## src/rtl/wbpk_pkg.sv

```systemverilog
package wbpk_pkg;

    localparam int BYTE_W = 8;
    localparam int LANES  = 4;
    localparam int WORD_W = BYTE_W * LANES;
    localparam int FMT_W  = 4;
    localparam int CNT_W  = $clog2(LANES);
    localparam int NB_W   = CNT_W + 1;

    typedef enum logic [1:0] {
        SZ_NONE = 2'd0,
        SZ_16   = 2'd1,
        SZ_24   = 2'd2,
        SZ_32   = 2'd3
    } pix_size_e;

    typedef struct packed {
        logic [BYTE_W-1:0] r;
        logic [BYTE_W-1:0] g;
        logic [BYTE_W-1:0] b;
        logic [BYTE_W-1:0] a;
    } pixel_t;

    function automatic pix_size_e fmt_size(input logic [FMT_W-1:0] code);
        case (code)
            4'd0, 4'd1, 4'd2, 4'd3, 4'd6, 4'd7: fmt_size = SZ_16;
            4'd8, 4'd9:                         fmt_size = SZ_24;
            4'd12, 4'd13, 4'd14, 4'd15:         fmt_size = SZ_32;
            default:                            fmt_size = SZ_NONE;
        endcase
    endfunction

    function automatic logic [NB_W-1:0] size_bytes(input pix_size_e sz);
        case (sz)
            SZ_16:   size_bytes = NB_W'(2);
            SZ_24:   size_bytes = NB_W'(3);
            SZ_32:   size_bytes = NB_W'(4);
            default: size_bytes = '0;
        endcase
    endfunction

    function automatic logic [LANES-1:0] fill_mask(input logic [NB_W-1:0] n);
        logic [LANES-1:0] m;
        for (int i = 0; i < LANES; i++) begin
            m[i] = (NB_W'(i) < n);
        end
        fill_mask = m;
    endfunction

endpackage

```

## src/rtl/wbpk_pixel_fmt.sv

```systemverilog
module wbpk_pixel_fmt
    import wbpk_pkg::*;
(
    input  logic [FMT_W-1:0]  code,
    input  pixel_t            pix,
    input  logic              alpha_keep,
    input  logic              alpha_inv,
    output logic [WORD_W-1:0] bytes,
    output logic [NB_W-1:0]   nbytes,
    output logic              bad
);

    logic [BYTE_W-1:0] a_eff;
    logic [BYTE_W-1:0] c_hi;
    logic [BYTE_W-1:0] c_lo;
    logic [WORD_W-1:0] quad;
    logic [WORD_W/2-1:0] nib;
    pix_size_e          sz;

    always_comb begin
        a_eff = alpha_keep ? (pix.a ^ {BYTE_W{alpha_inv}}) : {BYTE_W{alpha_inv}};
        c_hi  = code[0] ? pix.r : pix.b;
        c_lo  = code[0] ? pix.b : pix.r;
        quad  = code[1] ? {c_hi, pix.g, c_lo, a_eff} : {a_eff, c_hi, pix.g, c_lo};
    end

    genvar gi;
    generate
        for (gi = 0; gi < LANES; gi++) begin : g_nib
            assign nib[gi*(BYTE_W/2) +: BYTE_W/2] = quad[gi*BYTE_W + BYTE_W/2 +: BYTE_W/2];
        end
    endgenerate

    always_comb begin
        sz = fmt_size(code);
        case (sz)
            SZ_32:   bytes = quad;
            SZ_24:   bytes = {{BYTE_W{1'b0}}, c_hi, pix.g, c_lo};
            SZ_16:   bytes = code[2] ? {{(WORD_W/2){1'b0}}, c_hi[7:3], pix.g[7:2], c_lo[7:3]}
                                     : {{(WORD_W/2){1'b0}}, nib};
            default: bytes = '0;
        endcase
        nbytes = size_bytes(sz);
        bad    = (sz == SZ_NONE);
    end

endmodule

```

## src/rtl/wbpk_byte_gather.sv

```systemverilog
module wbpk_byte_gather
    import wbpk_pkg::*;
(
    input  logic              clk,
    input  logic              rst,
    input  logic              take,
    input  logic              eol,
    input  logic [WORD_W-1:0] pix_bytes,
    input  logic [NB_W-1:0]   pix_n,
    input  logic              out_free,
    output logic              emit,
    output logic [WORD_W-1:0] emit_word,
    output logic [NB_W-1:0]   emit_n,
    output logic              flush_pend
);

    logic [WORD_W-1:0]   acc_q, acc_d;
    logic [CNT_W-1:0]    cnt_q, cnt_d;
    logic                fl_d;
    logic [NB_W-1:0]     tot;
    logic [NB_W-1:0]     rcnt;
    logic [2*WORD_W-1:0] merged;
    logic                full;
    logic [WORD_W-1:0]   rest;

    always_comb begin
        tot    = {1'b0, cnt_q} + pix_n;
        merged = {{WORD_W{1'b0}}, acc_q}
               | ({{WORD_W{1'b0}}, pix_bytes} << {cnt_q, 3'b000});
        full   = (tot >= NB_W'(LANES));
        rest   = full ? merged[2*WORD_W-1:WORD_W] : merged[WORD_W-1:0];
        rcnt   = full ? (tot - NB_W'(LANES)) : tot;

        emit      = 1'b0;
        emit_word = '0;
        emit_n    = '0;
        acc_d     = acc_q;
        cnt_d     = cnt_q;
        fl_d      = flush_pend;

        if (flush_pend) begin
            if (out_free) begin
                emit      = 1'b1;
                emit_word = acc_q;
                emit_n    = {1'b0, cnt_q};
                acc_d     = '0;
                cnt_d     = '0;
                fl_d      = 1'b0;
            end
        end else if (take) begin
            if (full) begin
                emit      = 1'b1;
                emit_word = merged[WORD_W-1:0];
                emit_n    = NB_W'(LANES);
                acc_d     = rest;
                cnt_d     = rcnt[CNT_W-1:0];
                fl_d      = eol && (rcnt != '0);
            end else if (eol && (tot != '0)) begin
                emit      = 1'b1;
                emit_word = merged[WORD_W-1:0];
                emit_n    = tot;
                acc_d     = '0;
                cnt_d     = '0;
            end else begin
                acc_d     = rest;
                cnt_d     = rcnt[CNT_W-1:0];
            end
        end
    end

    always_ff @(posedge clk) begin
        if (rst) begin
            acc_q      <= '0;
            cnt_q      <= '0;
            flush_pend <= 1'b0;
        end else begin
            acc_q      <= acc_d;
            cnt_q      <= cnt_d;
            flush_pend <= fl_d;
        end
    end

endmodule

```

## src/rtl/wbpk_out_stage.sv

```systemverilog
module wbpk_out_stage
    import wbpk_pkg::*;
(
    input  logic              clk,
    input  logic              rst,
    input  logic              load,
    input  logic [WORD_W-1:0] word,
    input  logic [NB_W-1:0]   nbytes,
    input  logic [LANES-1:0]  lane_en,
    input  logic              out_ready,
    output logic              out_valid,
    output logic [WORD_W-1:0] out_data,
    output logic [LANES-1:0]  out_strb,
    output logic              free
);

    assign free = !out_valid || out_ready;

    always_ff @(posedge clk) begin
        if (rst) begin
            out_valid <= 1'b0;
            out_data  <= '0;
            out_strb  <= '0;
        end else if (load) begin
            out_valid <= 1'b1;
            out_data  <= word;
            out_strb  <= fill_mask(nbytes) & lane_en;
        end else if (out_ready) begin
            out_valid <= 1'b0;
        end
    end

endmodule

```

## src/rtl/wbpk_packer.sv

```systemverilog
module wbpk_packer
    import wbpk_pkg::*;
(
    input  logic               clk,
    input  logic               rst,
    input  logic [FMT_W-1:0]   fmt_code,
    input  logic               alpha_keep,
    input  logic               alpha_inv,
    input  logic [LANES-1:0]   lane_en,
    input  logic               in_valid,
    output logic               in_ready,
    input  logic [BYTE_W-1:0]  in_red,
    input  logic [BYTE_W-1:0]  in_green,
    input  logic [BYTE_W-1:0]  in_blue,
    input  logic [BYTE_W-1:0]  in_alpha,
    input  logic               in_eol,
    output logic               out_valid,
    input  logic               out_ready,
    output logic [WORD_W-1:0]  out_data,
    output logic [LANES-1:0]   out_strb,
    output logic               err_flag
);

    pixel_t            pix;
    logic [WORD_W-1:0] pix_bytes;
    logic [NB_W-1:0]   pix_n;
    logic              pix_bad;
    logic              take;
    logic              out_free;
    logic              busy;
    logic              emit_w;
    logic [WORD_W-1:0] emit_word;
    logic [NB_W-1:0]   emit_n;

    assign pix      = '{r: in_red, g: in_green, b: in_blue, a: in_alpha};
    assign in_ready = !busy && out_free;
    assign take     = in_valid && in_ready;

    wbpk_pixel_fmt u_fmt (
        .code       (fmt_code),
        .pix        (pix),
        .alpha_keep (alpha_keep),
        .alpha_inv  (alpha_inv),
        .bytes      (pix_bytes),
        .nbytes     (pix_n),
        .bad        (pix_bad)
    );

    wbpk_byte_gather u_gather (
        .clk        (clk),
        .rst        (rst),
        .take       (take),
        .eol        (in_eol),
        .pix_bytes  (pix_bytes),
        .pix_n      (pix_n),
        .out_free   (out_free),
        .emit       (emit_w),
        .emit_word  (emit_word),
        .emit_n     (emit_n),
        .flush_pend (busy)
    );

    wbpk_out_stage u_out (
        .clk       (clk),
        .rst       (rst),
        .load      (emit_w),
        .word      (emit_word),
        .nbytes    (emit_n),
        .lane_en   (lane_en),
        .out_ready (out_ready),
        .out_valid (out_valid),
        .out_data  (out_data),
        .out_strb  (out_strb),
        .free      (out_free)
    );

    always_ff @(posedge clk) begin
        if (rst)                 err_flag <= 1'b0;
        else if (take && pix_bad) err_flag <= 1'b1;
    end

endmodule

```

## config.mk

```make
export PLATFORM = sky130hd
export DESIGN_NAME = wbpk_packer
export DESIGN_NICKNAME = d
export VERILOG_FILES = /design/src/rtl/wbpk_pkg.sv /design/src/rtl/wbpk_pixel_fmt.sv /design/src/rtl/wbpk_byte_gather.sv /design/src/rtl/wbpk_out_stage.sv /design/src/rtl/wbpk_packer.sv
export SDC_FILE = /design/constraint.sdc
export NUM_CORES = 1
export LEC_CHECK = 0
export BUFFER_PORTS_ARGS = -buffer_cell sky130_fd_sc_hd__buf_4
export CELL_PAD_IN_SITES_DETAIL_PLACEMENT = 1
export CELL_PAD_IN_SITES_GLOBAL_PLACEMENT = 1
export CORE_AREA = 2 2 110 112
export DETAILED_ROUTE_END_ITERATION = 6
export DIE_AREA = 0 0 112 114
export GPL_TIMING_DRIVEN = 0
export PLACE_DENSITY_LB_ADDON = 0.1
export SLEW_MARGIN = 25
export SYNTH_ARGS = -nofsm -noshare
export SYNTH_HDL_FRONTEND = slang
export SYNTH_HIERARCHICAL = 1
export SYNTH_SLANG_ARGS = --single-unit
export TNS_END_PERCENT = 1
```

## constraint.sdc

```tcl
create_clock -name clk -period 8.4 [get_ports clk]
set_input_delay 0.84 -clock clk [delete_from_list [all_inputs] [get_ports clk]]
set_output_delay 0.84 -clock clk [all_outputs]
set_load 0.02 [all_outputs]
```

==> results.yml <==
pwr:
  peakVddDrop_v: 0.000170
  p_per_area_nw_per_um2: 174
  p_leak_nw: 2.51
sta:
  setup-violations-final: 0
  hold_violations: 0
  maxSlewViolCount: 0
  fin_skew_ps: 10.6
  slew_headroom_pct: 43.2
  setup-tns-final_ps: 0
  rsz0062_at_grt: "no"
  tightestPinTransition_ps: 851
  fmax_ghz: 0.233
  fin_crit_ps: 4290
  final.period_utilization_pct: 51.1
placement:
  gp_congestion: 0.967
  portBuffers: 80
  dpl.hpwl_um: 15600
  place_area_um2: 5970
logic_synthesis:
  netlist_instances: 634
  post_synth_instance_area_um2: 5190
  synth_ff_type: "dfxtp_1"
  synth_seq_cells: 73
  yosysWarningCount: 6
  async_flop_share_pct: 0
  avgSynthCellArea_um2: 8.18
  synthDistinctLibCells: 64
  synth_edf_count: 0
  syn_nets: 683
  synth_seq_area_share_pct: 28.2
worst_setup_path:
  arrival_ps: 4520
  cp_max_fo: 10
  startpoint_type: "primary input"
  worstSetupPathType: "primary input to register"
  cp.required_ps: 8630
  cp-end-kind: "register"
floorplanning:
  die_w_um: 112
  coreArea_um2: 11700
  num_rows: 40
  die_y_um: 114
  pin_count: 86
  initial_utilization_pct: 44.3
  dieArea_um2: 12800
run:
  maxCapViolations: 0
global_route:
  grt_use_total_pct: 31.7
  grt-ovfl-total: 0
  grt_pass1_wl_um: 31300
  antenna_found_initial: 0
  grt_max_degree: 15
  grt_pass1_vias: 5634
clock_tree:
  cts.path.max_buffers: 2
  cts_resized: 0
  cts.htree.levels: 3
  cts_inserted_buffers: 9
  cts_setup_buffers: 0
  cts_sinks: 73
  cts.hold.buffers_added: 0
  cts_tree: "yes"
  clock_latency_ps: 340
  cts_root_buf: "clkbuf_16"
  clkTransAtPathRegs_ps: 60
detailed_routing:
  vias_per_cell: 6.26
  drc_errors: 0
  wl_per_cell_um: 23.1
  wirelength_um: 20300
  route.vias.total: 5487
  postRouteAntennaNets: 0
  dr.pass1.iters: 6
  drt_iter0_markers: 482
layout:
  final_area_um2: 6280
  areaGrowthSynthToFinish_pct: 21.0
  antenna_cells: 0
  drive_gt1_share_pct: 24.5
  nets: 774
  mostFrequentLayoutCells: "nor2_1, buf_4, dfxtp_1"
  layout_commonest_cell: "nor2_1"
hold_path:
  hp-class: "register to register"
outcome:
  status: "complete, no violations"
==> per-stage QoR <==
step           hold WS (ps)  power, W  instances  utilization (%)  worst slack, ps
4_1_cts                 462   0.00109        877             53.6             4180
5_1_grt                 503   0.00113        877             53.6             3870
3_3_place_gp            436  0.000684        861             51.0             3920
6_report                464   0.00109        877             53.6             4110
2_1_floorplan           437  0.000587        634                -             4540
3_5_place_dp            450  0.000692        861             51.0             3800
==> cells in the mapped netlist (4+ instances only) <==
library cell / n / area [um2]
a211oi_1: 10 / 75.1
a221o_1: 11 / 110
nand2b_1: 9 / 56.3
dfxtp_1: 73 / 1460
nor2b_1: 4 / 25.0
mux2_2: 20 / 225
a22o_1: 8 / 70.1
a21oi_1: 59 / 295
clkbuf_1: 12 / 45.0
a221oi_1: 4 / 35.0
nor2_1: 109 / 409
o21ai_0: 32 / 160
buf_2: 25 / 125
a22oi_1: 16 / 120
and2_1: 6 / 37.5
xnor2_1: 8 / 70.1
buf_6: 9 / 101
a31oi_1: 10 / 62.6
a41oi_1: 8 / 70.1
nand2_1: 49 / 184
mux2_4: 10 / 150
a32o_1: 5 / 50.1
a221oi_2: 4 / 60.1
mux2i_1: 59 / 591
a222oi_1: 6 / 60.1
nor3_1: 6 / 30.0
inv_1: 7 / 26.3
o211ai_1: 5 / 37.5
==> power by group <==
| group | total, W | internal [W] | switching, W |
|---|---|---|---|
| sequential | 0.000370 | 0.000360 | 0.0000102 |
| combinational | 0.000324 | 0.000123 | 0.000201 |
| clock | 0.000397 | 0.000233 | 0.000165 |
| total | 0.00109 | 0.000715 | 0.000376 |
==> final cells by class <==
type	count	area, um2
Sequential cell	73	1460
Inverter	9	33.8
Buffer	52	312
Clock inverter	7	77.6
Fill cell	1444	5440
Timing Repair Buffer	80	601
Tap cell	147	184
Clock buffer	9	225
Multi-Input combinational cell	500	3380
==> flip-flops by register name (all words and copies together), names as in the netlist <==
signal,count
u_gather/acc_q,32
u_gather/flush_pend,1
u_gather/cnt_q,2
u_out/out_data,32
u_out/out_strb,4
err_flag,1
u_out/out_valid,1
==> routing by layer <==
metal,global-route usage (%),up-vias,wire length (um)
met2,54.7,222,9820
met3,5.79,42,1360
li1,-,2521,-
met5,0,-,0
met4,12.2,0,646
met1,39.6,2702,8480
==> cells by family after synthesis <==
group           after synthesis  share of synthesized area [%]
flops                        73                           28.2
buf+inv                      61                           6.66
mux                          89                           18.6
fa+ha+maj                     2                          0.627
xor+xnor                     10                           1.83
compound gates              203                           27.6
simple gates                196                           16.5
==> critical path, stage by stage <==
cell      delay, ps
buf_4           110
buf_2           190
buf_2           220
nand2_1         340
inv_1           190
nor2_1          180
ha_1            160
inv_1            40
fa_1            520
nand2b_1        160
a21o_1          230
buf_6           140
a21oi_4         240
buf_2           270
inv_1            80
buf_6           150
buf_6           160
mux2i_1         200
nor2_1           60
==> path summary, 6_finish.rpt <==
| check | depth (start not counted) | slack (ps) | endpoint | from |
|---|---|---|---|---|
| max reg2reg | 14 | 5130 | u_out/out_data[12]$_SDFFE_PP0P_ | u_gather/cnt_q[1]$_SDFFE_PP0P_ |
| min | 2 | 460 | err_flag$_SDFFE_PP0P_ | err_flag$_SDFFE_PP0P_ |
| min reg2reg | 2 | 460 | err_flag$_SDFFE_PP0P_ | err_flag$_SDFFE_PP0P_ |
| max | 19 | 4110 | u_out/out_data[12]$_SDFFE_PP0P_ | fmt_code[3] |
No activity file was read; power rests on OpenSTA's default activity.
